### src/rtl/pic_pkg.sv
`timescale 1ns/1ps
package pic_pkg;
  typedef enum logic [2:0] {
    CS_IDLE,
    CS_P1,
    CS_GAP,
    CS_P2,
    CS_READY
  } cas_state_e;
endpackage

### src/rtl/pic_sync.sv
`timescale 1ns/1ps
// Two-flop synchronizer per pin plus a third stage for rise detection.
module pic_sync #(
  parameter int N = 4
) (
  input  logic         clk_i,
  input  logic         rst_ni,
  input  logic [N-1:0] async_i,
  output logic [N-1:0] rise_o
);
  logic [N-1:0] s1_q, s2_q, s3_q;

  for (genvar g = 0; g < N; g++) begin : g_bit
    always_ff @(posedge clk_i or negedge rst_ni) begin
      if (!rst_ni) begin
        s1_q[g] <= 1'b0;
        s2_q[g] <= 1'b0;
        s3_q[g] <= 1'b0;
      end else begin
        s1_q[g] <= async_i[g];
        s2_q[g] <= s1_q[g];
        s3_q[g] <= s2_q[g];
      end
    end
    assign rise_o[g] = s2_q[g] & ~s3_q[g];
  end
endmodule

### src/rtl/pic_arb.sv
`timescale 1ns/1ps
// Picks the highest eligible priority; ties go to the lower index.
module pic_arb #(
  parameter int NSRC   = 5,
  parameter int PRIO_W = 5,
  parameter int VEC_W  = 8,
  localparam int SEL_W = $clog2(NSRC)
) (
  input  logic [NSRC-1:0]        valid_i,
  input  logic [NSRC*PRIO_W-1:0] prio_i,
  input  logic [NSRC*VEC_W-1:0]  vec_i,
  input  logic [PRIO_W-1:0]      cur_prio_i,
  output logic                   hit_o,
  output logic [SEL_W-1:0]       sel_o,
  output logic [VEC_W-1:0]       vec_o
);
  logic [PRIO_W-1:0] best;
  logic [PRIO_W-1:0] p;

  always_comb begin
    hit_o = 1'b0;
    sel_o = '0;
    best  = '0;
    p     = '0;
    for (int i = NSRC - 1; i >= 0; i--) begin
      p = prio_i[i*PRIO_W +: PRIO_W];
      if (valid_i[i] && (p > cur_prio_i) && (!hit_o || p >= best)) begin
        hit_o = 1'b1;
        sel_o = SEL_W'(i);
        best  = p;
      end
    end
    vec_o = vec_i[sel_o*VEC_W +: VEC_W];
  end
endmodule

### src/rtl/pic_cascade.sv
`timescale 1ns/1ps
// Two-pulse acknowledge sequence toward an external cascaded controller.
module pic_cascade
  import pic_pkg::*;
#(
  parameter int VEC_W = 8
) (
  input  logic             clk_i,
  input  logic             rst_ni,
  input  logic             en_i,
  input  logic             req_i,
  input  logic             clr_i,
  input  logic [VEC_W-1:0] bus_vec_i,
  output logic             ack_o,
  output logic             ready_o,
  output logic [VEC_W-1:0] vec_o
);
  cas_state_e       state_q, state_d;
  logic [VEC_W-1:0] vec_q;
  logic             cap_en;

  always_comb begin
    state_d = state_q;
    if (!en_i) begin
      state_d = CS_IDLE;
    end else begin
      case (state_q)
        CS_IDLE:  if (req_i && !clr_i) state_d = CS_P1;
        CS_P1:    state_d = CS_GAP;
        CS_GAP:   state_d = CS_P2;
        CS_P2:    state_d = CS_READY;
        CS_READY: if (clr_i) state_d = CS_IDLE;
        default:  state_d = CS_IDLE;
      endcase
    end
  end

  assign cap_en = en_i && (state_q == CS_P2);

  always_ff @(posedge clk_i or negedge rst_ni) begin
    if (!rst_ni) begin
      state_q <= CS_IDLE;
      vec_q   <= '0;
    end else begin
      state_q <= state_d;
      if (cap_en) vec_q <= bus_vec_i;
    end
  end

  assign ack_o   = (state_q == CS_P1) || (state_q == CS_P2);
  assign ready_o = (state_q == CS_READY);
  assign vec_o   = vec_q;


  pulse_width_chk: assert property (@(posedge clk_i) disable iff (!rst_ni)
    ack_o |=> !ack_o);


  capture_after_pulse_chk: assert property (@(posedge clk_i) disable iff (!rst_ni)
    $rose(ready_o) |-> $past(ack_o));
endmodule

### src/rtl/prio_irq_ctrl.sv
`timescale 1ns/1ps
module prio_irq_ctrl #(
  parameter int NPIN    = 4,
  parameter int PRIO_W  = 5,
  parameter int VEC_W   = 8,
  parameter int CAS_REQ = 2,
  parameter int CAS_ACK = 3
) (
  input  logic                   clk_i,
  input  logic                   rst_ni,
  input  logic [NPIN-1:0]        irq_pin_i,
  input  logic [NPIN*PRIO_W-1:0] pin_prio_i,
  input  logic [NPIN*VEC_W-1:0]  pin_vec_i,
  input  logic                   msg_valid_i,
  input  logic [PRIO_W-1:0]      msg_prio_i,
  input  logic [VEC_W-1:0]       msg_vec_i,
  input  logic [PRIO_W-1:0]      cur_prio_i,
  input  logic                   xmode_i,
  input  logic [VEC_W-1:0]       cas_vec_i,
  output logic                   cas_ack_o,
  output logic                   int_req_o,
  output logic [VEC_W-1:0]       int_vec_o,
  input  logic                   int_ack_i
);
  localparam int NSRC   = NPIN + 1;
  localparam int MSG_ID = NPIN;
  localparam int SEL_W  = $clog2(NSRC);

  logic [NPIN-1:0]        rise;
  logic [NPIN-1:0]        pend_q, pend_d, pin_mask;
  logic                   msg_pend_q, msg_pend_d, msg_take;
  logic [PRIO_W-1:0]      msg_prio_q;
  logic [VEC_W-1:0]       msg_vec_q;
  logic [NSRC-1:0]        clr, src_valid;
  logic [NSRC*PRIO_W-1:0] src_prio;
  logic [NSRC*VEC_W-1:0]  src_vec;
  logic                   req_q, arb_hit;
  logic [SEL_W-1:0]       src_q, arb_sel;
  logic [VEC_W-1:0]       vec_q, arb_vec;
  logic                   cas_ready;
  logic [VEC_W-1:0]       cas_vec;

  pic_sync #(.N(NPIN)) u_sync (
    .clk_i  (clk_i),
    .rst_ni (rst_ni),
    .async_i(irq_pin_i),
    .rise_o (rise)
  );

  // one-hot clear of the source the core accepts this cycle
  for (genvar g = 0; g < NSRC; g++) begin : g_clr
    assign clr[g] = int_ack_i && req_q && (src_q == SEL_W'(g));
  end

  // pin sources: pending state, eligibility and table entries
  for (genvar g = 0; g < NPIN; g++) begin : g_pin
    if (g == CAS_REQ) begin : g_creq
      assign pin_mask[g]                  = 1'b1;
      assign src_valid[g]                 = pend_q[g] && !clr[g] && (!xmode_i || cas_ready);
      assign src_vec[g*VEC_W +: VEC_W]    = xmode_i ? cas_vec : pin_vec_i[g*VEC_W +: VEC_W];
    end else if (g == CAS_ACK) begin : g_cack
      assign pin_mask[g]                  = !xmode_i;
      assign src_valid[g]                 = pend_q[g] && !clr[g] && !xmode_i;
      assign src_vec[g*VEC_W +: VEC_W]    = pin_vec_i[g*VEC_W +: VEC_W];
    end else begin : g_plain
      assign pin_mask[g]                  = 1'b1;
      assign src_valid[g]                 = pend_q[g] && !clr[g];
      assign src_vec[g*VEC_W +: VEC_W]    = pin_vec_i[g*VEC_W +: VEC_W];
    end
    assign src_prio[g*PRIO_W +: PRIO_W] = pin_prio_i[g*PRIO_W +: PRIO_W];
  end

  assign src_valid[MSG_ID]                 = msg_pend_q && !clr[MSG_ID];
  assign src_prio[MSG_ID*PRIO_W +: PRIO_W] = msg_prio_q;
  assign src_vec[MSG_ID*VEC_W +: VEC_W]    = msg_vec_q;

  always_comb begin
    pend_d     = ((pend_q & ~clr[NPIN-1:0]) | rise) & pin_mask;
    msg_take   = msg_valid_i && !msg_pend_q;
    msg_pend_d = msg_take || (msg_pend_q && !clr[MSG_ID]);
  end

  always_ff @(posedge clk_i or negedge rst_ni) begin
    if (!rst_ni) begin
      pend_q     <= '0;
      msg_pend_q <= 1'b0;
      msg_prio_q <= '0;
      msg_vec_q  <= '0;
    end else begin
      pend_q     <= pend_d;
      msg_pend_q <= msg_pend_d;
      if (msg_take) begin
        msg_prio_q <= msg_prio_i;
        msg_vec_q  <= msg_vec_i;
      end
    end
  end

  pic_arb #(.NSRC(NSRC), .PRIO_W(PRIO_W), .VEC_W(VEC_W)) u_arb (
    .valid_i   (src_valid),
    .prio_i    (src_prio),
    .vec_i     (src_vec),
    .cur_prio_i(cur_prio_i),
    .hit_o     (arb_hit),
    .sel_o     (arb_sel),
    .vec_o     (arb_vec)
  );

  pic_cascade #(.VEC_W(VEC_W)) u_cas (
    .clk_i    (clk_i),
    .rst_ni   (rst_ni),
    .en_i     (xmode_i),
    .req_i    (pend_q[CAS_REQ]),
    .clr_i    (clr[CAS_REQ]),
    .bus_vec_i(cas_vec_i),
    .ack_o    (cas_ack_o),
    .ready_o  (cas_ready),
    .vec_o    (cas_vec)
  );

  always_ff @(posedge clk_i or negedge rst_ni) begin
    if (!rst_ni) begin
      req_q <= 1'b0;
      src_q <= '0;
      vec_q <= '0;
    end else begin
      req_q <= arb_hit;
      src_q <= arb_sel;
      vec_q <= arb_vec;
    end
  end

  assign int_req_o = req_q;
  assign int_vec_o = vec_q;


  ack_retires_chk: assert property (@(posedge clk_i) disable iff (!rst_ni)
    (int_ack_i && int_req_o) |=> !(int_req_o && (src_q == $past(src_q))));


  top_prio_blocks_chk: assert property (@(posedge clk_i) disable iff (!rst_ni)
    (cur_prio_i == '1) |=> !int_req_o);


  ack_pin_silent_chk: assert property (@(posedge clk_i) disable iff (!rst_ni)
    (xmode_i && $past(xmode_i)) |-> !(int_req_o && (src_q == SEL_W'(CAS_ACK))));
endmodule

### config.mk
export PLATFORM = sky130hd
export DESIGN_NAME = prio_irq_ctrl
export DESIGN_NICKNAME = d
export VERILOG_FILES = /design/src/rtl/pic_pkg.sv /design/src/rtl/pic_sync.sv /design/src/rtl/pic_arb.sv /design/src/rtl/pic_cascade.sv /design/src/rtl/prio_irq_ctrl.sv
export SDC_FILE = /design/constraint.sdc
export NUM_CORES = 1
export LEC_CHECK = 0
export BUFFER_PORTS_ARGS = -buffer_cell sky130_fd_sc_hd__buf_2
export CORE_MARGIN = 2
export CORE_UTILIZATION = 53
export DETAILED_ROUTE_END_ITERATION = 6
export PLACE_DENSITY = 0.81
export RECOVER_POWER = 25
export SYNTH_ARGS = -nofsm -noshare
export SYNTH_HDL_FRONTEND = slang
export SYNTH_SLANG_ARGS = --single-unit
### constraint.sdc
create_clock -name clk_i -period 8.2 [get_ports clk_i]
set_input_delay 1.64 -clock clk_i [delete_from_list [all_inputs] [get_ports clk_i]]
set_output_delay 1.64 -clock clk_i [all_outputs]
set_load 0.01 [all_outputs]
Word level (Yosys, flattened, before mapping)
Cells that the tools add are included.

storage, ports and cells
  bits in latches = 0
  flip-flop bits (word level) = 53
  memories = 0
  memory bits (read-only) = 0
  output and inout port bits = 10
  memory bits (writable) = 0
  logic and storage cells = 117
  bits of input ports = 87

cells by class
  div/mod/pow operators = 0
  shift operators = 1
  reductions and logical operators = 45
  equality and inequality tests = 10
  order comparisons = 9
  $mul = 0
  $add $sub $neg = 0
  bitwise gates (word level) = 12
  mux-type cells = 19

operator list
  kind                                                                      count
  40-bit by 7-bit indexed part select with 8-bit output                     1
  5-bit greater-than comparator                                             5
  1-bit logical AND                                                         24
  3-bit 2-to-1 mux                                                          8
  5-bit greater-or-equal comparator                                         4
  5-bit 2-to-1 mux                                                          4
  3-bit one-hot mux with 5 select lines                                     1
  3-bit by 2-bit == test with 1-bit output (second input constant)          4
  1-bit zero test                                                           11
  4-bit AND                                                                 2
  8-bit 2-to-1 mux                                                          1
  1-bit logical OR                                                          7
  3-bit by 1-bit == test with 1-bit output (second input constant)          2
  3-bit == test (second input constant)                                     2
  3-bit zero test                                                           2
  1-bit 2-to-1 mux                                                          5
  1-bit AND                                                                 4
  1-bit inverter                                                            4
  4-bit inverter                                                            1
  4-bit bitwise OR                                                          1
  3-bit by 2-bit inequality test with 1-bit output (second input constant)  1
  3-bit inequality test (second input constant)                             1
  2-bit AND reduction                                                       1

Logic depth before layout (Yosys ltp)
  depth in word-level cells = 23
  depth in mapped cells = 40

Hierarchy
A second synthesis with hierarchy kept.

second synthesis, totals
  cells, all modules = 331
  area, all modules = 3678.5 µm²

by module, submodules not included
  module         area an instance (µm²)  seq. area each (µm²)  cells an instance  instances
  pic_arb        1634.1                  0.0                   203                1
  prio_irq_ctrl  1232.4                  750.7                 83                 1
  pic_cascade    456.7                   275.3                 29                 1
  pic_sync       355.3                   300.3                 16                 1

Worst setup path before layout
Ideal clock, no wire load.

  path type = input port to flip-flop
  start = in cur_prio_i[4]
  end = reg vec_q[1] (netlist: int_vec_o[1])
  setup slack = -0.664 ns
  setup time = 0.125 ns
  data required time = 8.075 ns
  cell stages on the path = 36
  path buffers = 3
  data arrival time = 8.740 ns
  path through = inv_1 ha_1 a21o_1 o311ai_1 nor2_1 ha_1 nor2_1 a21o_1 a21oi_1 o31a_1 buf_2 mux2_2 ha_1 nand2b_1 a211o_1 a211oi_1 o22a_1 nor2_1 mux2i_1 ha_1 a21boi_0 o21ai_0 a21oi_1 o31a_4 clkbuf_1 mux2_1 ha_1 nand2b_1 a21o_1 a211oi_1 o21bai_1 o221a_4 nor4_4 buf_6 and2b_1 a21oi_2

between the ends
  cells in the longest elaborated chain, start to end = 20

RTL lines
  element                                                                      line                  source
  start, declared                                                              prio_irq_ctrl.sv:17   input logic [PRIO_W-1:0] cur_prio_i,
  5-bit greater-than comparator                                                pic_arb.sv:27         if (valid_i[i] && (p > cur_prio_i) && (!hit_o || p >= best)) begin
  1-bit logical AND                                                            pic_arb.sv:27
  5-bit 2-to-1 mux / 1-bit 2-to-1 mux (equally long branches)                  pic_arb.sv:27
  5-bit greater-or-equal comparator / 1-bit zero test (equally long branches)  pic_arb.sv:27
  1-bit logical OR                                                             pic_arb.sv:27
  1-bit logical AND                                                            pic_arb.sv:27
  5-bit 2-to-1 mux / 1-bit 2-to-1 mux (equally long branches)                  pic_arb.sv:27
  5-bit greater-or-equal comparator / 1-bit zero test (equally long branches)  pic_arb.sv:27
  (+6 left out)                                                                --
  5-bit 2-to-1 mux / 1-bit 2-to-1 mux (equally long branches)                  pic_arb.sv:27
  5-bit greater-or-equal comparator / 1-bit zero test (equally long branches)  pic_arb.sv:27
  1-bit logical OR                                                             pic_arb.sv:27
  1-bit logical AND                                                            pic_arb.sv:27
  3-bit 2-to-1 mux (*)                                                         pic_arb.sv:27
  via arb_sel[2]                                                               prio_irq_ctrl.sv:38   logic [SEL_W-1:0] src_q, arb_sel;
  40-bit by 7-bit indexed part select with 8-bit output (*)                    pic_arb.sv:33         vec_o = vec_i[sel_o*VEC_W +: VEC_W];
  via arb_vec[1]                                                               prio_irq_ctrl.sv:39   logic [VEC_W-1:0] vec_q, arb_vec;
  end signal, assigned                                                         prio_irq_ctrl.sv:129  vec_q <= arb_vec;
  end, declared                                                                prio_irq_ctrl.sv:39

The timed path passes the listed nets; every way through them passes the cells marked *.
A chain may end at the register's enable or synchronous reset.

Final worst setup path
  start = in cur_prio_i[3]
  end = reg vec_q[4] (netlist: int_vec_o[4])

between the ends
  cells in the longest elaborated chain, start to end = 20

RTL lines
  element                                                                      line
  5-bit greater-than comparator                                                pic_arb.sv:27
  1-bit logical AND                                                            pic_arb.sv:27
  5-bit 2-to-1 mux / 1-bit 2-to-1 mux (equally long branches)                  pic_arb.sv:27
  5-bit greater-or-equal comparator / 1-bit zero test (equally long branches)  pic_arb.sv:27
  1-bit logical OR                                                             pic_arb.sv:27
  1-bit logical AND                                                            pic_arb.sv:27
  5-bit 2-to-1 mux / 1-bit 2-to-1 mux (equally long branches)                  pic_arb.sv:27
  5-bit greater-or-equal comparator / 1-bit zero test (equally long branches)  pic_arb.sv:27
  (+5 left out)                                                                --
  1-bit logical AND                                                            pic_arb.sv:27
  5-bit 2-to-1 mux / 1-bit 2-to-1 mux (equally long branches)                  pic_arb.sv:27
  5-bit greater-or-equal comparator / 1-bit zero test (equally long branches)  pic_arb.sv:27
  1-bit logical OR                                                             pic_arb.sv:27
  1-bit logical AND                                                            pic_arb.sv:27
  3-bit 2-to-1 mux (*)                                                         pic_arb.sv:27
  40-bit by 7-bit indexed part select with 8-bit output (*)                    pic_arb.sv:33
  via arb_vec[4]                                                               prio_irq_ctrl.sv:39

Marks and branches as above.

==> impl_results.md <==
- Longest individual stage delay on the worst path: 400 ps
- Tot GR Track Use: between 20% and 30%
- Class of the tightest hold or removal check: flip-flop to flip-flop
- Fin. max-slew vios: 54
- Remaining design rule violation count: 0
- Largest net degree at the start of global routing: 54
- Post-Syn Nets: 460
- Die Span Y: 86.08 um
- Share of cells above drive strength 1: 50.11%
- Global-route wire length before repair: 14.43 mm
- Netlist cell types: 54
- Cts-stage hold buffer count: 0
- Startpoint kind of the worst setup timing path: input port
- Post-CTS clock slew at the launch and capture registers of the worst setup and hold paths: roughly 110 ps
- Minimum setup slack after placement: -424.2 ps
- Slew of the pin with the lowest slew margin: 2756 ps
- Deepest clock path buffer count: 2
- Most frequently used flop master after synthesis: sky130_fd_sc_hd__dfrtp_1
- TritonCTS Sinks: 53
- Overall die width: 86.08 um
- Setup TNS: 0 ps
- Per-instance average area after synthesis: between 10 and 15 sq um
- Required time at the endpoint of the critical path: approximately 8500 ps
- Share of the synthesized area in the top cell type: 37.14%
- Slowest cell on crit path: sky130_fd_sc_hd__o311a_4
- Worst-case vdd ir drop: 0.1893 mV
- Seq cells post-synth: between 50 and 60
- Nets: about 590
- Endpoint class of the critical path: flip-flop
- Count of flip-flops with a built-in enable after synthesis: 0
- Area of the die: 0.007410 sq mm
- Final critical delay including setup and external delays: 8194 ps
- Design Power: approximately 1.4 mW
- Number of maximum-capacitance constraint violations: 1
- Inserted Clock Buffers: 5
- Antenna cells: 0
- Cell type contributing the most total cell area after synthesis: sky130_fd_sc_hd__dfrtp_1
- Clock Tree Root: sky130_fd_sc_hd__clkbuf_8
- Multi-input combinational cell area: ~0.0024 sq mm
- Total iterations of the first detailed-routing run: 4
- Initial core utilization: between 50% and 60%
- Data arrival time of the critical path: 8440 ps
- Run status: finished, violations left
- Number of cell rows: 29
- TritonCTS clock tree: done
- Unrepaired setup endpoints after global routing: yes
- P&R area growth vs syn: 33.53%
- Total length of routed wires: 8.998 mm
- Post-synth top cells: sky130_fd_sc_hd__dfrtp_1 (53), sky130_fd_sc_hd__ha_1 (45), sky130_fd_sc_hd__mux2_2 (30)
- Power Dens Cells: 302.0 mW/mm^2
- Post-route setup slack: 5.707 ps
- # IOs: 97
- Vias in the first global route: 3083
- Antenna Violating Nets Remaining: 0
- Number of input and output port buffers inserted: 96
- Tcrit/Tclk final: 99.93%
- Final clock skew: 12.75 ps
- CORE AREA: 0.006422 sq mm
- Routability Congestion: 0.8193
- Synth Cell Area: 0.003571 sq mm
- Number of H-tree branching levels: 2
- Final Hold Fails: 0
- Mean number of vias per cell: 5.380
- Warnings from Yosys: 0
- Area used by sequential logic in the layout: 0.001326 sq mm
- Top achievable clock speed: 0.1220 GHz
- Cells after synthesis: 328
- Asr flop ratio synth: 100.0%
- HPWL after detailed placement: 7.382 mm
- Share of synthesized area occupied by flip-flops and latches: 37.14%
- Layout filler cell count: 462
- Main area contributors after synthesis: sky130_fd_sc_hd__dfrtp_1 (37%), sky130_fd_sc_hd__ha_1 (16%), sky130_fd_sc_hd__mux2_2 (9.5%), sky130_fd_sc_hd__a221oi_2 (2.9%), sky130_fd_sc_hd__nand2_1 (2.8%)
- Crit Path Max Fanout: 6
- Total setup violations reported at the end of the flow: 0
- Static leakage: 2.261 nW
- Detailed-route wire length per cell: 16.66 um
- Worst skew pair latency: 310 ps
- Violations in the final reports: max-capacitance violations, max-slew violations
- Leading cell type by number of instances after synthesis: sky130_fd_sc_hd__dfrtp_1
- Worst max-slew margin expressed relative to the limit: -83.76%
- Number of violations reported at the end of detailed-routing iteration 0: between 100 and 150
- Detailed-route via count: 2905
- Final global-route overflow total: 0
- Category of the critical setup timing path: input port to flip-flop
- Antenna violations before repair: 0
power by group:
group	leakage, nW	internal, mW	switching (mW)
clock network	0.0423	0.0622	0.0902
logic	1.59	0.456	0.407
registers	0.631	0.359	0.0656
cell usage in the layout (no fill, tap or decap), types with 3 or more instances in the layout:
| cell | instances |
|---|---|
| sky130_fd_sc_hd__buf_2 | 94 |
| sky130_fd_sc_hd__dfrtp_1 | 53 |
| sky130_fd_sc_hd__ha_1 | 39 |
| sky130_fd_sc_hd__buf_4 | 32 |
| sky130_fd_sc_hd__mux2_2 | 29 |
| sky130_fd_sc_hd__nand2_1 | 24 |
| sky130_fd_sc_hd__inv_1 | 17 |
| sky130_fd_sc_hd__nor2_1 | 11 |
| sky130_fd_sc_hd__a21oi_2 | 11 |
| sky130_fd_sc_hd__nor2b_1 | 11 |
| sky130_fd_sc_hd__o21ai_0 | 9 |
| sky130_fd_sc_hd__o21a_1 | 9 |
| sky130_fd_sc_hd__a221oi_2 | 7 |
| sky130_fd_sc_hd__mux2_1 | 6 |
| sky130_fd_sc_hd__ha_4 | 6 |
| sky130_fd_sc_hd__a21o_1 | 5 |
| sky130_fd_sc_hd__nand2b_1 | 5 |
| sky130_fd_sc_hd__clkbuf_8 | 5 |
| sky130_fd_sc_hd__buf_6 | 5 |
| sky130_fd_sc_hd__o21ai_2 | 4 |
| sky130_fd_sc_hd__o21ai_1 | 4 |
| sky130_fd_sc_hd__nand3_1 | 3 |
| sky130_fd_sc_hd__mux2i_1 | 3 |
| sky130_fd_sc_hd__clkinvlp_4 | 3 |
| sky130_fd_sc_hd__o21bai_1 | 3 |
| sky130_fd_sc_hd__nor2b_2 | 3 |
area by class of cell:
type | instances | share of cell area (%)
Clock buffer | 5 | 1.443
Sequential cell | 53 | 27.81
Tap cell | 77 | 2.020
Clock inverter | 3 | 0.5510
Multi-Input combinational cell | 247 | 49.44
Timing Repair Buffer | 135 | 17.08
Inverter | 20 | 1.653
worst max-delay path: cells and delay by family:
family / cells / cell delay, ps
adders and majority gates: 5 / 1210
buffers and inverters: 4 / 410
and+or+nand+nor: 7 / 1020
AOI/OAI and AO/OA: 18 / 3250
muxes: 3 / 890
cell families after synthesis:
| kind of cell | Yosys count | share of synthesized area (%) |
|---|---|---|
| compound gates | 79 | 18.43 |
| xor+xnor | 1 | 0.2453 |
| fa+ha+maj | 45 | 15.77 |
| buf+inv | 28 | 3.258 |
| flops | 53 | 37.14 |
| mux | 41 | 12.79 |
| simple gates | 81 | 12.37 |
flip-flops by register name, indices dropped and copies added (netlist names):
register and flops:
int_vec_o 8, msg_vec_q 8, u_cas.vec_o 8, msg_prio_q 5, pend_q 4, u_sync.s1_q 4
u_sync.s2_q 4, u_sync.s3_q 4, src_q 3, u_cas.state_q 3, int_req_o 1, msg_pend_q 1
stage by stage:
stage	utilization [%]	cell area (sq um)	instances	hold WS, ps
after floorplan	-	3762	328	331.2
after global placement	71.15	4569	528	332.7
after detailed placement	71.15	4569	528	336.4
after CTS	72.98	4687	538	363.4
after global routing	74.25	4768	540	356.3
final	74.25	4768	540	358.4
path summary, 6_finish.rpt:
path | slack, ps | cells after the start | start | end
worst max-delay path | 6 | 37 | cur_prio_i[3] | int_vec_o[4]
min in group asynchronous | 2300 | 2 | rst_ni | u_sync.s1_q[2]
worst min-delay path | 360 | 0 | u_sync.s1_q[1] | u_sync.s2_q[1]
max in group asynchronous | 4350 | 2 | rst_ni | u_cas.vec_o[5]
worst max register to register | 1000 | 35 | msg_prio_q[3] | int_vec_o[4]
worst min register to register | 360 | 0 | u_sync.s1_q[1] | u_sync.s2_q[1]
timing repair:
item | in CTS | in global routing
setup buffers | 2 | 1
pin swaps | 2 | 16
setup endpoints to repair | 8 | 10
cloned | 0 | 1
gates resized for setup | 4 | 22
routing by layer:
layer	part of all wire (%)	vias up	track usage [%]
li1	-	1469	-
met1	44	1376	32.31
met2	52	52	44.54
met3	2.8	8	3.561
met4	0.91	0	4.473
met5	0	-	0
No activity file was read; power rests on OpenSTA's default activity.
